===== config.mk =====
export PLATFORM = sky130hd
export DESIGN_NAME = cfg_index_port
export DESIGN_NICKNAME = d
export VERILOG_FILES = /design/src/rtl/cfg_pkg.sv /design/src/rtl/cfg_index_latch.sv /design/src/rtl/cfg_reg_bank.sv /design/src/rtl/cfg_access_gate.sv /design/src/rtl/cfg_index_port.sv
export SDC_FILE = /design/constraint.sdc
export NUM_CORES = 1
export LEC_CHECK = 0
export BUFFER_PORTS_ARGS = -buffer_cell sky130_fd_sc_hd__buf_2
export CORE_MARGIN = 1.5
export CORE_UTILIZATION = 60
export CTS_CLUSTER_SIZE = 8
export DETAILED_ROUTE_END_ITERATION = 12
export GPL_TIMING_DRIVEN = 0
export PLACE_DENSITY = 0.8
export SLEW_MARGIN = 20
export SYNTH_ARGS = -nofsm -noshare
export SYNTH_HDL_FRONTEND = slang
export SYNTH_SLANG_ARGS = --single-unit

===== constraint.sdc =====
create_clock -name clk -period 2.7 [get_ports clk]
set_input_delay 0.405 -clock clk [delete_from_list [all_inputs] [get_ports clk]]
set_output_delay 0.405 -clock clk [all_outputs]
set_load 0.05 [all_outputs]

===== src/rtl/cfg_pkg.sv =====
package cfg_pkg;
  typedef logic [7:0] byte_t;

  typedef struct packed {
    logic sel_wr;   // write to selector address
    logic sel_rd;   // read of selector address
    logic dat_wr;   // write to data address
    logic dat_rd;   // read of data address (no concurrent write)
    logic dat_any;  // any strobe on data address
  } io_acc_t;
endpackage


===== src/rtl/cfg_index_latch.sv =====
module cfg_index_latch
  import cfg_pkg::*;
(
  input  logic  clk,
  input  logic  rst_n,
  input  logic  sel_wr,
  input  byte_t wdata,
  input  logic  dat_any,
  output byte_t idx_q,
  output logic  idx_valid
);
  always_ff @(posedge clk) begin
    if (!rst_n) begin
      idx_q     <= '0;
      idx_valid <= 1'b0;
    end else if (sel_wr) begin
      idx_q     <= wdata;
      idx_valid <= 1'b1;
    end else if (dat_any) begin
      idx_valid <= 1'b0;
    end
  end

  assert_sel_capture_R2: assert property (@(posedge clk) disable iff (!rst_n)
    sel_wr |=> (idx_valid && idx_q == $past(wdata)));

  assert_sel_consumed_R4: assert property (@(posedge clk) disable iff (!rst_n)
    (dat_any && !sel_wr) |=> !idx_valid);
endmodule


===== src/rtl/cfg_reg_bank.sv =====
module cfg_reg_bank
  import cfg_pkg::*;
#(
  parameter int EXT_COUNT = 16,
  localparam int SEL_W = $clog2(EXT_COUNT)
)(
  input  logic                   clk,
  input  logic                   rst_n,
  input  logic                   wr_ctl,
  input  logic                   wr_ext,
  input  logic [SEL_W-1:0]       ext_sel,
  input  byte_t                  wdata,
  output byte_t                  ctl_q,
  output logic [EXT_COUNT*8-1:0] ext_flat
);
  always_ff @(posedge clk) begin
    if (!rst_n)      ctl_q <= '0;
    else if (wr_ctl) ctl_q <= wdata;
  end

  for (genvar g = 0; g < EXT_COUNT; g++) begin : g_ext
    byte_t r_q;
    always_ff @(posedge clk) begin
      if (!rst_n)                                 r_q <= '0;
      else if (wr_ext && ext_sel == SEL_W'(g))    r_q <= wdata;
    end
    assign ext_flat[g*8 +: 8] = r_q;
  end
endmodule


===== src/rtl/cfg_access_gate.sv =====
module cfg_access_gate
  import cfg_pkg::*;
#(
  parameter int    EXT_COUNT = 16,
  parameter byte_t EXT_FIRST = 8'hB0,
  parameter byte_t CTL_IDX   = 8'hC3,
  parameter int    UNLOCK_BIT = 4,
  localparam int   SEL_W = $clog2(EXT_COUNT)
)(
  input  io_acc_t                acc,
  input  byte_t                  idx_q,
  input  logic                   idx_valid,
  input  byte_t                  ctl_q,
  input  logic [EXT_COUNT*8-1:0] ext_flat,
  output logic                   wr_ctl,
  output logic                   wr_ext,
  output logic [SEL_W-1:0]       ext_sel,
  output byte_t                  rdata
);
  byte_t offs;
  logic  in_ext, hit_ctl, hit_ext, unlocked;

  always_comb begin
    offs     = idx_q - EXT_FIRST;
    in_ext   = (int'(idx_q) >= int'(EXT_FIRST)) &&
               (int'(idx_q) <  int'(EXT_FIRST) + EXT_COUNT);
    unlocked = ctl_q[UNLOCK_BIT];
    hit_ctl  = idx_valid && (idx_q == CTL_IDX);
    hit_ext  = idx_valid && in_ext && unlocked;
    ext_sel  = offs[SEL_W-1:0];
    wr_ctl   = acc.dat_wr && hit_ctl;
    wr_ext   = acc.dat_wr && hit_ext;

    rdata = 8'hFF;
    if (acc.sel_rd) rdata = idx_q;
    else if (acc.dat_rd) begin
      if (hit_ctl)      rdata = ctl_q;
      else if (hit_ext) rdata = ext_flat[ext_sel*8 +: 8];
    end
  end
endmodule


===== src/rtl/cfg_index_port.sv =====
module cfg_index_port
  import cfg_pkg::*;
#(
  parameter byte_t SEL_PORT   = 8'h22,
  parameter byte_t DAT_PORT   = 8'h23,
  parameter byte_t CTL_IDX    = 8'hC3,
  parameter int    UNLOCK_BIT = 4,
  parameter byte_t EXT_FIRST  = 8'hB0,
  parameter int    EXT_COUNT  = 16,
  parameter byte_t BASE_IDX   = 8'hB8,
  parameter int    BASE_W     = 32,
  localparam int   SEL_W      = $clog2(EXT_COUNT),
  localparam int   BASE_SLOT  = int'(BASE_IDX) - int'(EXT_FIRST)
)(
  input  logic              clk,
  input  logic              rst_n,
  input  logic [7:0]        io_addr,
  input  logic              io_wr,
  input  logic              io_rd,
  input  logic [7:0]        io_wdata,
  output logic [7:0]        io_rdata,
  output logic [BASE_W-1:0] mmio_base
);
  io_acc_t                acc;
  byte_t                  idx_q, ctl_q;
  logic                   idx_valid, wr_ctl, wr_ext;
  logic [SEL_W-1:0]       ext_sel;
  logic [EXT_COUNT*8-1:0] ext_flat;

  always_comb begin
    acc.sel_wr  = io_wr && (io_addr == SEL_PORT);
    acc.sel_rd  = io_rd && !io_wr && (io_addr == SEL_PORT);
    acc.dat_wr  = io_wr && (io_addr == DAT_PORT);
    acc.dat_rd  = io_rd && !io_wr && (io_addr == DAT_PORT);
    acc.dat_any = (io_wr || io_rd) && (io_addr == DAT_PORT);
  end

  cfg_index_latch u_latch (
    .clk(clk), .rst_n(rst_n), .sel_wr(acc.sel_wr), .wdata(io_wdata),
    .dat_any(acc.dat_any), .idx_q(idx_q), .idx_valid(idx_valid)
  );

  cfg_access_gate #(.EXT_COUNT(EXT_COUNT), .EXT_FIRST(EXT_FIRST),
                    .CTL_IDX(CTL_IDX), .UNLOCK_BIT(UNLOCK_BIT)) u_gate (
    .acc(acc), .idx_q(idx_q), .idx_valid(idx_valid), .ctl_q(ctl_q),
    .ext_flat(ext_flat), .wr_ctl(wr_ctl), .wr_ext(wr_ext),
    .ext_sel(ext_sel), .rdata(io_rdata)
  );

  cfg_reg_bank #(.EXT_COUNT(EXT_COUNT)) u_bank (
    .clk(clk), .rst_n(rst_n), .wr_ctl(wr_ctl), .wr_ext(wr_ext),
    .ext_sel(ext_sel), .wdata(io_wdata), .ctl_q(ctl_q), .ext_flat(ext_flat)
  );

  assign mmio_base = {ext_flat[BASE_SLOT*8 +: 2], {(BASE_W-2){1'b0}}};

  // Checks built from port-level decode, independent of the gate
  logic in_ext_chk, base_wr_chk;
  assign in_ext_chk  = (int'(idx_q) >= int'(EXT_FIRST)) &&
                       (int'(idx_q) < int'(EXT_FIRST) + EXT_COUNT);
  assign base_wr_chk = io_wr && io_addr == DAT_PORT && idx_valid &&
                       idx_q == BASE_IDX && ctl_q[UNLOCK_BIT];

  assert_sealed_ext_R7: assert property (@(posedge clk) disable iff (!rst_n)
    (io_wr && io_addr == DAT_PORT && idx_valid && in_ext_chk && !ctl_q[UNLOCK_BIT])
      |=> $stable(ext_flat));

  assert_base_follow_R9: assert property (@(posedge clk) disable iff (!rst_n)
    base_wr_chk |=> (mmio_base[BASE_W-1 -: 2] == $past(io_wdata[1:0])));

  assert_idle_rdata_R10: assert property (@(posedge clk) disable iff (!rst_n)
    (!io_rd || io_wr) |-> (io_rdata == 8'hFF));
endmodule


# [Word-level counts from Yosys, hierarchy flattened]
# Cells that the tools add are included.
# W data, S select, Z words.
[op_classes] addsub=1 multipliers=0 n_div=0 n_lt_le_gt_ge=2 eq_ne=18 n_shift=1 muxes=6 bitwise=0 reduce_logical=32
[op_table] op="$shiftx A128 B8 Y8" count=1
[op_table] op="$eq A4 B4 Y1 const B" count=8
[op_table] op="$mux W8" count=4
[op_table] op="$logic_and A1 B1 Y1" count=28
[op_table] op="$eq A4 B3 Y1 const B" count=4
[op_table] op="$eq A8 B6 Y1 const B" count=2
[op_table] op="$eq A4 B2 Y1 const B" count=2
[op_table] op="$eq A8 B8 Y1 const B" count=1
[op_table] op="$ge A8 B8 Y1 const B" count=1
[op_table] op="$lt A8 B8 Y1 const B" count=1
[op_table] op="$eq A4 B1 Y1 const B" count=1
[op_table] op="$logic_not A4 Y1" count=1
[op_table] op="$sub A4 B1 Y4 const B" count=1
[op_table] op="$mux W1" count=2
[op_table] op="$reduce_bool A2 Y1" count=1
[op_table] op="$logic_not A1 Y1" count=1
[op_table] op="$logic_or A1 B1 Y1" count=1
[word_totals] regBits=145 latch_bits=0 ram_bits=0 mem_bits_ro=0 in_bits=20 output_inout_bits=40 word_cells=79 memories=0

# [Longest topological paths before layout]
# Gate-level depths: netlist (run 1).
[logic_depth] depth_word=8 depth_mapped=7

# [By module]
# A second synthesis (run 1) with hierarchy kept.
[unflattened] cells_unflattened=705 area_unflattened_um2=6906.6
[by_module_without_submodules] module="cfg_reg_bank" n_inst=1 cells_per_inst=471 area_per_inst_um2=4927.2 seq_area_each_um2=2722.6
[by_module_without_submodules] module="cfg_access_gate" n_inst=1 cells_per_inst=164 area_per_inst_um2=1341.3 seq_area_each_um2=0.0
[by_module_without_submodules] module="cfg_index_latch" n_inst=1 cells_per_inst=28 area_per_inst_um2=335.3 seq_area_each_um2=180.2
[by_module_without_submodules] module="cfg_index_port" n_inst=1 cells_per_inst=42 area_per_inst_um2=302.8 seq_area_each_um2=0.0

# [Least setup slack after synthesis (run 1)]
# Ideal clock, no wire load.
[synth_timing] kind="reg-to-output" from="register u_latch.idx_q[1]" to="output port io_rdata[6]" arrival_time_ns=2.502 required_ns=2.295 path_slack_ns=-0.207 stages_incl_launch_ff=8 n_path_buf=3 cell_sequence="dfxtp_1 -> buf_2 -> and2_1 -> buf_2 -> and4_1 -> clkbuf_1 -> nor3_1 -> a221oi_1"
[synth_via] elab_chain_cells=8
[synth_lines] item="start: declaration" line="cfg_index_latch.sv:9" text="output byte_t idx_q,"
[synth_lines] item="start signal: assignment" line="cfg_index_latch.sv:17" text="idx_q <= wdata;"
[synth_lines] item="branches (longest 5 deep; another with $sub A4 B1 Y4)"
[synth_lines] item="$mux W8 *" line="cfg_access_gate.sv:37" text="if (hit_ctl) rdata = ctl_q;"
[synth_lines] item="$mux W8 *" line="cfg_access_gate.sv:36" text="else if (acc.dat_rd) begin"
[synth_lines] item="$mux W8 *" line="cfg_access_gate.sv:35" text="if (acc.sel_rd) rdata = idx_q;"
[synth_lines] item="end: declaration" line="cfg_index_port.sv:21" text="output logic [7:0] io_rdata,"
# Every way passes the cells marked *.

# [Final worst setup path (run 1)]
[layout_timing] from="register u_latch.idx_q[3]" to="output port io_rdata[5]"
# The elaborated chain is that of the path after synthesis.

==> key figures, run 1 <==
Job
  • Max-capacitance violation count: 0

Global route
  • Initial antenna violation count: 0
  • Vias in the first global route: a little under 7,000
  • All-layer global routing usage: 0.377
  • Global-route wire length before repair: approximately 37 mm
  • Largest net degree at the start of global routing: 17
  • Total congestion overflow: 0

Worst setup path
  • CP endpoint kind: output pin
  • Critical path type: flip-flop to output pin
  • Crit start category: flip-flop
  • Critical Path Fanout Max: 8
  • Worst path arrival time: between 2 and 2.5 ns
  • Critical path data required time: 2.30 ns
  • Worst Reg-to-Reg Cells: 5

Die
  • Die Ht: between 100 and 150 um
  • Placeable core area: 12,000 um2
  • # rows: 40
  • Initial core utilization: 0.612
  • Die Width: 113 um
  • Die footprint: between 10,000 and 15,000 um2
  • I/O pins: 60

Final layout
  • Design Area, Final: just under 9000 um2
  • Ant. Diodes: 0
  • FILL cells: between 800 and 900
  • Nets: between 800 and 900
  • Syn-to-layout area delta: 20.8%
  • Fin cells: 1,014
  • Fin util: 0.740
  • Share of post-route cells with drive strength above 1: 0.225

Place
  • Final GP Congestion: ~0.95
  • IO Port Bufs: 28
  • Area after DPL: about 8000 um2
  • Cells after DPL: between 900 and 1,000
  • Dpl hpwl: 15.7 mm
  • Dpl ws: -0.189 ns

Run status
  • Outcome: finished, violations left
  • Violated checks: negative setup slack

Clock network
  • CTS buffer count: 17
  • CTS clk-pin slew, worst paths: 0.06 ns
  • # hold bufs at CTS: 0
  • Longest Clk Path Bufs: 2
  • Root Driver: clkbuf_16
  • CTS tree: yes
  • Clk_lat worst skew: 0.44 ns
  • # clock sinks: about 150
  • Htree depth: 4

Power
  • VDD IR max: between 0.0004 and 0.0005 V
  • Switch share: 0.235
  • Clock Power Share: 0.514
  • Combinational Power Share: 0.062
  • Power Total: between 5 and 6 mW
  • Pwr Density: 572 nW/um2
  • Switching power total: roughly 1.2 mW
  • Sequential Power Share: 0.423
  • Total leakage power: 3.47 nW
  • Internal: ~3.9 mW

Synth
  • Post-synthesis area per instance: ~9.5 um2
  • Top_reg_cell synth: dfxtp_1
  • Unique masters post-synth: 36
  • Ys Warns: 0
  • Post-synth EDFFs: 0
  • #FFs+latches synth: 145
  • Post-synth ARST share: 0
  • Mapped Area: roughly 7300 um2
  • Cells after Synth: roughly 770
  • Post-synthesis sequential area ratio: 0.396

Drt
  • DRC: 0
  • Via-per-instance ratio: 7.02
  • Final antenna-violating net count: 0
  • First-pass DRT Iterations: 6
  • Final Routed Wirelength: between 20 and 25 mm
  • Vias: 7,122
  • DR WL/cell: around 24 um
  • Drt first-iter violations: between 800 and 900

Timing
  • Final setup violation count: 8
  • Final Max Tran Viols: 0
  • Final hold violation count: 0
  • Final setup TNS: -1.02 ns
  • Worst setup margin: -0.170 ns
  • Relative slew margins: 0.307
  • Max Fclk: between 300 and 400 MHz
  • Final period utilization: 1.06
  • Tmin final: approximately 2.9 ns
  • Unrepaired setup endpoints after global routing: true
  • Least-Margin Pin Slew: 1.03 ns
  • WHS: between 0.4 and 0.5 ns
  • Max Clock Skew: between 0.008 and 0.009 ns

Min path
  • Hold path depth: 3
  • HP Class: primary input to flip-flop
-- power groups by stage --
stage,clock (mW),sequential (mW),combinational [mW]
after floorplan,0,2.19,0.224
after global placement,0,2.19,0.294
after detailed placement,0,2.19,0.299
after CTS,2.58,2.14,0.303
after global routing,2.68,2.14,0.327
final,2.60,2.14,0.315
-- worst max-delay path, stage by stage (launching register included) --
cell and delay, ns:
dfxtp_1 0.41, nor2_1 0.40, nand4_1 0.40, buf_6 0.26, nor4_1 0.28, nor3_2 0.11
buf_6 0.17
-- cells by family (layout without fill, tap and decap cells) --
kind of cell / Yosys count / in the layout / share of synthesized area
DFF: 145 / 145 / 0.396
AOI/OAI and AO/OA: 165 / 165 / 0.147
muxes: 104 / 104 / 0.197
buffers and inverters: 112 / 182 / 0.0805
other: 1 / 30 / 0.000512
and+or+nand+nor: 241 / 241 / 0.179
-- worst paths after layout --
check	from	endpoint	slack, ns
setup / recovery	u_latch.idx_q[3]	io_rdata[5]	-0.17
hold / removal	rst_n	u_bank.g_ext[2].r_q[1]	0.42
setup reg to reg	u_bank.ctl_q[4]	u_bank.g_ext[14].r_q[4]	0.44
hold reg to reg	u_bank.g_ext[10].r_q[0]	u_bank.g_ext[10].r_q[0]	0.46
-- Yosys cell counts, types with 5 or more instances --
cell type	n	area share
and2_1	6	0.0051
nor2_1	26	0.013
clkbuf_1	56	0.029
nand4_1	74	0.063
mux4_2	32	0.098
buf_4	40	0.041
mux2i_1	72	0.098
a21oi_1	72	0.049
o31ai_1	73	0.075
nor2b_1	5	0.0043
a22o_1	16	0.019
buf_2	9	0.0062
nand4_2	7	0.012
dfxtp_1	145	0.40
nor4_1	12	0.010
nor3_1	10	0.0068
nand2_1	84	0.043
-- routing by layer --
metal | share of wire | GRT usage
met1 | 0.37 | 0.488
met2 | 0.45 | 0.581
met3 | 0.12 | 0.112
met4 | 0.052 | 0.183
met5 | 0 | 0
-- state kept, by name, summed over array words and instances (netlist names) --
signal,count
u_bank.g_ext.r_q,128
u_bank.ctl_q,8
u_latch.idx_q,8
u_latch.idx_valid,1
-- layout by cell type (no fill, tap or decap), types with 30 or more instances in the layout --
master    netlist  layout
conb_1          1      30
o31ai_1        73      73
nand2_1        84      84
clkbuf_1       56      49
mux4_2         32      32
dfxtp_1       145     144
buf_4          40      51
a21oi_1        72      72
mux2i_1        72      72
nand4_1        74      74
-- area by class of cell --
cell class | count | area [um2] | share of cell area
multi-input combinational | 540 | 4110 | 0.464
sequential | 145 | 2900 | 0.328
buffer | 108 | 678 | 0.0767
clock buffer | 23 | 498 | 0.0563
timing repair buffer | 39 | 314 | 0.0355
tap | 147 | 184 | 0.0208
clock inverter | 9 | 151 | 0.0171
inverter | 3 | 11.3 | 0.00127
-- repair_timing --
item / CTS / global route
buffers inserted: 5 / 5
pin swaps: 12 / 6
gates cloned: 2 / 0
resized for setup: 58 / 23
endpoints found under the setup margin: 8 / 8
No activity file was read; power rests on OpenSTA's default activity.
==> inputs of run 2 (changes only) <==
--- a/config.mk
+++ b/config.mk
@@ -7,11 +7,8 @@
 export LEC_CHECK = 0
 export BUFFER_PORTS_ARGS = -buffer_cell sky130_fd_sc_hd__buf_2
 export CORE_MARGIN = 1.5
-export CORE_UTILIZATION = 60
-export CTS_CLUSTER_SIZE = 8
+export CORE_UTILIZATION = 26
 export DETAILED_ROUTE_END_ITERATION = 12
-export GPL_TIMING_DRIVEN = 0
-export PLACE_DENSITY = 0.8
 export SLEW_MARGIN = 20
 export SYNTH_ARGS = -nofsm -noshare
 export SYNTH_HDL_FRONTEND = slang
==> run 2 against run 1 <==
The run still ends with negative setup slack left. Sequential share of layout area grew 0.53 points. Non-clock buffer count is 83 lower. Worst setup slack better by 0.076 ns. Clock power is 8.8% lower. Cell count grew 14%. Fmax is 2.7% higher. Combinational power decreased by 13%. Sequential power is essentially flat. Flip-flop and latch count is the same. Critical path type unchanged. Largest power group unchanged. Highest routed layer unchanged.
==> key figures, run 2 (synthesis gave the netlist of run 1 again) <==
Timing
  • Tmin final: 2.79 ns (was 2.87 ns)
  • Final period utilization: 1.03 (was 1.06)
  • Final setup violation count: 8 (unchanged)
  • Final Max Tran Viols: 0 (unchanged)
  • Max Fclk: 358 MHz (was 348 MHz)
  • Max Clock Skew: 0.00677 ns (was 0.00833 ns)
  • Final setup TNS: -0.548 ns (was -1.02 ns)
  • Relative slew margins: 0.406 (was 0.307)
  • Worst setup margin: -0.0931 ns (was -0.170 ns)
  • Least-Margin Pin Slew: 0.888 ns (was 1.03 ns)
  • Unrepaired setup endpoints after global routing: true (unchanged)
  • Final hold violation count: 0 (unchanged)

Drt
  • DR WL/cell: 18.9 um (was 23.7 um)
  • First-pass DRT Iterations: 5 (was 6)
  • Via-per-instance ratio: 5.35 (was 7.02)
  • Final antenna-violating net count: 0 (unchanged)
  • Vias: 6,208 (was 7,122)
  • Final Routed Wirelength: 21.9 mm (was 24.0 mm)
  • Drt first-iter violations: 619 (was 897)
  • DRC: 0 (unchanged)

Run status
  • Violated checks: negative setup slack (unchanged)
  • Outcome: finished, violations left (unchanged)

Final layout
  • Top flop regs: u_bank.g_ext.r_q (128), u_bank.ctl_q (8), u_latch.idx_q (8) (unchanged)
  • Share of post-route cells with drive strength above 1: 0.207 (was 0.225)
  • Max FFs per register: 128 (unchanged)
  • Most flop-heavy register: u_bank.g_ext.r_q (unchanged)
  • Nets: 791 (was 874)
  • Most common cell after layout, fill and taps aside: dfxtp_1 (unchanged)
  • Most frequent cells in the layout: dfxtp_1, nand2_1, nand4_1 (unchanged)
  • Design Area, Final: 8720 um2 (was 8850 um2)
  • Syn-to-layout area delta: 19.0% (was 20.8%)
  • Ant. Diodes: 0 (unchanged)

Place
  • Final GP Congestion: 0.804 (was 0.950)
  • Area after DPL: 7760 um2 (was 7780 um2)
  • Dpl hpwl: 13.6 mm (was 15.7 mm)
  • IO Port Bufs: 29 (was 28)

Die
  • # rows: 61 (was 40)
  • Placeable core area: 27,800 um2 (was 12,000 um2)
  • I/O pins: 60 (unchanged)
  • Die Ht: 171 um (was 113 um)
  • Die Width: 171 um (was 113 um)
  • Initial core utilization: 0.264 (was 0.612)
  • Die footprint: 29,200 um2 (was 12,900 um2)

Worst setup path
  • Critical path data required time: 2.30 ns (about the same)
  • Register-to-register setup slack: 0.43 ns (was 0.44 ns)
  • Critical Path Fanout Max: 8 (unchanged)
  • Worst Reg-to-Reg Cells: 9 (was 5)
  • CP endpoint kind: output pin (unchanged)
  • FF-to-FF End: u_bank.g_ext[8].r_q[2] (was u_bank.g_ext[14].r_q[4])
  • Crit start category: flip-flop (unchanged)
  • Worst path arrival time: 2.39 ns (was 2.46 ns)
  • Reg-to-reg startpoint: u_latch.idx_q[0] (was u_bank.ctl_q[4])
  • Critical path type: flip-flop to output pin (unchanged)

Power
  • Power Total: 4.78 mW (was 5.06 mW)
  • VDD IR max: 0.000374 V (was 0.000417 V)
  • Total leakage power: 3.25 nW (was 3.47 nW)
  • Pwr Density: 548 nW/um2 (was 572 nW/um2)

Global route
  • Global-route wire length before repair: 33.9 mm (was 37.0 mm)
  • Total congestion overflow: 0 (unchanged)
  • Vias in the first global route: 5,811 (was 6,818)
  • Initial antenna violation count: 1 (was 0)
  • All-layer global routing usage: 0.153 (was 0.377)
  • Largest net degree at the start of global routing: 74 (was 17)

Clock network
  • Root Driver: clkbuf_16 (unchanged)
  • CTS tree: yes (unchanged)
  • CTS clk-pin slew, worst paths: 0.06 ns (about the same)
  • Htree depth: 4 (unchanged)
  • Clk_lat worst skew: 0.43 ns (was 0.44 ns)
  • CTS buffer count: 17 (unchanged)
  • Longest Clk Path Bufs: 2 (unchanged)
  • # clock sinks: 145 (unchanged)

Min path
  • HP Class: primary input to flip-flop (unchanged)
  • WHS Endpoint: u_bank.g_ext[12].r_q[2] (was u_bank.g_ext[2].r_q[1])
  • Hold path depth: 3 (unchanged)
  • Min-delay src: io_wdata[2] (was rst_n)

Job
  • Max-capacitance violation count: 0 (unchanged)
==> run 2: what timing repair did <==
action	4_1_cts	5_1_grt
setup endpoints to repair	8	8
endpoints found under the hold margin	0	0
setup buffers	7	2
gates cloned	3	0
resized for setup	25	15
pin swaps	10	7
hold buffers	0	0
==> run 2: final cells by class <==
cell class	instances	area, um2
fill	2861	19100
multi-input combinational	540	4100
sequential	145	2910
timing repair buffer	64	646
tap	378	473
clock buffer	19	443
clock inverter	11	140
inverter	3	11.3
==> run 2: power breakdown <==
group          switching, mW  internal [mW]
Clock                  0.907           1.46
Sequential          0.000360           2.14
Combinational          0.237         0.0384
==> run 2: per-layer routing <==
| layer | vias to the layer above | track usage | routed length, um |
|---|---|---|---|
| met2 | 283 | 0.235 | 9970 |
| met4 | 0 | 0.0545 | 486 |
| li1 | 2864 | - | - |
| met1 | 3031 | 0.201 | 9550 |
| met3 | 30 | 0.0490 | 1860 |
| met5 | - | 0 | 0 |
==> run 2: worst max-delay path by stage <==
stage | start | to | slack (ns) | cells after the start
6_report | u_latch.idx_q[0] | io_rdata[2] | -0.09 | 7
5_1_grt | u_latch.idx_q[1] | io_rdata[6] | -0.19 | 7
4_1_cts | u_latch.idx_q[0] | io_rdata[4] | -0.12 | 7
3_5_place_dp | io_addr[4] | io_rdata[6] | 0.26 | 6
3_3_place_gp | io_addr[4] | io_rdata[5] | 0.23 | 6
2_1_floorplan | u_latch.idx_q[1] | io_rdata[1] | 0.05 | 6
==> run 2: metrics by stage <==
| stage | util | std cells | hold slack (ns) | setup WS [ns] |
|---|---|---|---|---|
| 2_1_floorplan | - | 797 | 0.432 | 0.0483 |
| 3_3_place_gp | 0.279 | 1118 | 0.442 | 0.231 |
| 3_5_place_dp | 0.279 | 1118 | 0.449 | 0.259 |
| 4_1_cts | 0.310 | 1158 | 0.384 | -0.118 |
| 5_1_grt | 0.314 | 1160 | 0.400 | -0.185 |
| 6_report | 0.314 | 1160 | 0.401 | -0.0931 |
==> run 2: worst max-delay path: stages, from the launching register on <==
cell	delay (ns)
dfxtp_4	0.40
buf_12	0.12
buf_12	0.14
mux4_2	0.55
a22o_4	0.27
nor4_4	0.22
nor3_2	0.09
buf_6	0.17
==> inputs of run 3 (changes only) <==
--- a/config.mk
+++ b/config.mk
@@ -5,7 +5,7 @@
 export SDC_FILE = /design/constraint.sdc
 export NUM_CORES = 1
 export LEC_CHECK = 0
-export BUFFER_PORTS_ARGS = -buffer_cell sky130_fd_sc_hd__buf_2
+export BUFFER_PORTS_ARGS = -buffer_cell sky130_fd_sc_hd__buf_4
 export CORE_MARGIN = 1.5
 export CORE_UTILIZATION = 26
 export DETAILED_ROUTE_END_ITERATION = 12
==> run 3 against run 2 <==
The flow still finishes with violations (negative setup slack). Cell count is 0.26% higher. Fmax is 1.4% higher. Combinational power hardly changed. Clock power is 4% lower. Non-clock buffer count is 5 higher. Sequential power hardly changed. Critical path type unchanged. Flip-flop and latch count stayed put. Hold slack worse by 0.068 ns. Power is 2.0% lower. Register-to-register slack better by 0.26 ns. Clock-buffer cell count is 3 higher.
==> key figures, run 3 (synthesis gave the netlist of run 1 again) <==
Power
  • Internal: 3.56 mW (was 3.64 mW)
  • Switching power total: 1.12 mW (was 1.14 mW)
  • Sequential Power Share: 0.457 (was 0.448)
  • Switch share: 0.239 (about the same)
  • Combinational Power Share: 0.059 (was 0.058)
  • Total leakage power: 3.20 nW (was 3.25 nW)
  • VDD IR max: 0.000242 V (was 0.000374 V)
  • Pwr Density: 546 nW/um2 (was 548 nW/um2)
  • Clock Power Share: 0.484 (was 0.495)

Place
  • Final GP Congestion: 0.837 (was 0.804)
  • Dpl hpwl: 14.6 mm (was 13.6 mm)
  • Area after DPL: 7900 um2 (was 7760 um2)
  • IO Port Bufs: 29 (unchanged)
  • Cells after DPL: 1,131 (was 1,118)

Drt
  • First-pass DRT Iterations: 5 (unchanged)
  • DRC: 0 (unchanged)
  • DR WL/cell: 18.9 um (about the same)
  • Vias: 6,200 (was 6,208)
  • Final Routed Wirelength: 22.0 mm (was 21.9 mm)
  • Final antenna-violating net count: 0 (unchanged)
  • Drt first-iter violations: 613 (was 619)
  • Via-per-instance ratio: 5.33 (was 5.35)

Die
  • # rows: 61 (unchanged)
  • Initial core utilization: 0.264 (unchanged)
  • I/O pins: 60 (unchanged)
  • Die Width: 171 um (unchanged)
  • Placeable core area: 27,800 um2 (unchanged)
  • Die footprint: 29,200 um2 (unchanged)
  • Die Ht: 171 um (unchanged)

Clock network
  • # clock sinks: 145 (unchanged)
  • CTS clk-pin slew, worst paths: 0.06 ns (about the same)
  • CTS tree: yes (unchanged)
  • # hold bufs at CTS: 0 (unchanged)
  • Htree depth: 4 (unchanged)
  • CTS buffer count: 17 (unchanged)
  • Clk_lat worst skew: 0.43 ns (about the same)
  • Longest Clk Path Bufs: 2 (unchanged)
  • Root Driver: clkbuf_16 (unchanged)

Run status
  • Violated checks: negative setup slack (unchanged)
  • Outcome: finished, violations left (unchanged)

Global route
  • Global-route wire length before repair: 34.4 mm (was 33.9 mm)
  • Total congestion overflow: 0 (unchanged)
  • Largest net degree at the start of global routing: 73 (was 74)
  • Initial antenna violation count: 0 (was 1)
  • All-layer global routing usage: 0.155 (was 0.153)
  • Vias in the first global route: 5,818 (was 5,811)

Worst setup path
  • Worst path arrival time: 2.35 ns (was 2.39 ns)
  • Slowest CP cell: mux4_2 (unchanged)
  • CP endpoint kind: output pin (unchanged)
  • Critical Path, Cell by Cell: buf_12 > mux4_2 > a22o_1 > nor4_2 > nor3_1 > buf_4 (was buf_12 > buf_12 > mux4_2 > a22o_4 > nor4_4 > nor3_2 > buf_6)
  • Cell family with most CP delay: multiplexers (unchanged)
  • Crit start category: flip-flop (unchanged)
  • Critical Path Fanout Max: 6 (was 8)
  • Critical path type: flip-flop to output pin (unchanged)
  • Slowest cell delay on critical path: 0.55 ns (about the same)
  • Crit path buffers/inverters: 2 (was 3)
  • Critical path data required time: 2.30 ns (about the same)

Min path
  • HP Class: primary input to flip-flop (unchanged)

Final layout
  • Nets: 796 (was 791)
  • Fin cells: 1,163 (was 1,160)
  • FILL cells: 2,885 (was 2,861)
  • Share of post-route cells with drive strength above 1: 0.201 (was 0.207)
  • Max FFs per register: 128 (unchanged)
  • Ant. Diodes: 0 (unchanged)
  • Most frequent cells in the layout: dfxtp_1, nand2_1, nand4_1 (unchanged)
  • Most common cell after layout, fill and taps aside: dfxtp_1 (unchanged)
  • Syn-to-layout area delta: 17.0% (was 19.0%)
  • Most flop-heavy register: u_bank.g_ext.r_q (unchanged)
  • Design Area, Final: 8570 um2 (was 8720 um2)
  • Top flop regs: u_bank.g_ext.r_q (128), u_bank.ctl_q (8), u_latch.idx_q (8) (unchanged)

Timing
  • Max Clock Skew: 0.00743 ns (was 0.00677 ns)
  • Unrepaired setup endpoints after global routing: true (unchanged)
  • Least-Margin Pin Slew: 0.759 ns (was 0.888 ns)
  • Relative slew margins: 0.494 (was 0.406)
  • Worst setup margin: -0.0556 ns (was -0.0931 ns)
  • Final Max Tran Viols: 0 (unchanged)
  • WHS: 0.333 ns (was 0.401 ns)
  • Final period utilization: 1.02 (was 1.03)
  • Tmin final: 2.76 ns (was 2.79 ns)
  • Final setup violation count: 7 (was 8)
  • Final hold violation count: 0 (unchanged)
  • Max Fclk: 363 MHz (was 358 MHz)

Job
  • Max-capacitance violation count: 0 (unchanged)
[run 3: cell count changes in the layout (fill, tap and decap cells not counted), sizes merged]
cell,change
clkinvlp,+1
clkinv,-5
bufinv,-1
buf,+5
clkbuf,+3
[run 3: final timing paths]
kind                                   to  slack (ns)  cells after the start                    from
setup / recovery              io_rdata[1]       -0.06                      6        u_latch.idx_q[0]
hold / removal            u_bank.ctl_q[2]        0.33                      3             io_wdata[2]
setup reg to reg  u_bank.g_ext[10].r_q[4]        0.69                      5        u_latch.idx_q[1]
hold reg to reg    u_bank.g_ext[2].r_q[4]        0.46                      2  u_bank.g_ext[2].r_q[4]
[run 3: power by group through the flow]
| stage | registers [mW] | logic, mW | clock network [mW] |
|---|---|---|---|
| 2_1_floorplan | 2.19 | 0.224 | 0 |
| 3_3_place_gp | 2.19 | 0.273 | 0 |
| 3_5_place_dp | 2.19 | 0.273 | 0 |
| 4_1_cts | 2.14 | 0.274 | 2.29 |
| 5_1_grt | 2.14 | 0.293 | 2.39 |
| 6_report | 2.14 | 0.278 | 2.27 |
[run 3: metal layers]
metal  vias up  part of all wire  track usage  routed length, um
li1       2862                 -            -                  -
met1      3042              0.43        0.206               9430
met2       262              0.46        0.242              10200
met3        34             0.089       0.0435               1950
met4         0             0.020       0.0515                431
met5         -                 0            0                  0
[run 3: cell type report]
| cell class | instances | area (um2) | area share |
|---|---|---|---|
| Clock buffer | 22 | 464 | 0.0542 |
| Timing Repair Buffer | 69 | 603 | 0.0704 |
| Clock inverter | 6 | 85.1 | 0.00993 |
| Multi-Input combinational cell | 540 | 4020 | 0.469 |
| Tap cell | 378 | 473 | 0.0552 |
| Sequential cell | 145 | 2910 | 0.340 |
| Inverter | 3 | 11.3 | 0.00131 |
[run 3: worst reg2reg max path, stage by stage (launching register included)]
cell and delay, ns:
dfxtp_4 0.43, buf_4 0.22, nor2b_1 0.47, nand2_1 0.34, o31ai_1 0.31, a21oi_1 0.11
[run 3: through the flow]
stage	TNS, ns	setup slack (ns)	power, mW	util
after floorplan	0	0.0483	2.41	-
after global placement	0	0.112	2.46	0.284
after detailed placement	0	0.128	2.46	0.284
after CTS	-0.356	-0.0748	4.70	0.306
after global routing	-0.743	-0.136	4.82	0.308
final	-0.275	-0.0556	4.68	0.308
[run 3: what timing repair did]
item                                    CTS  global route
endpoints found under the setup margin    8             8
gates resized for setup                  10             9
setup buffers                             2             2
pin swaps                                 1             4
cloned                                    0             0
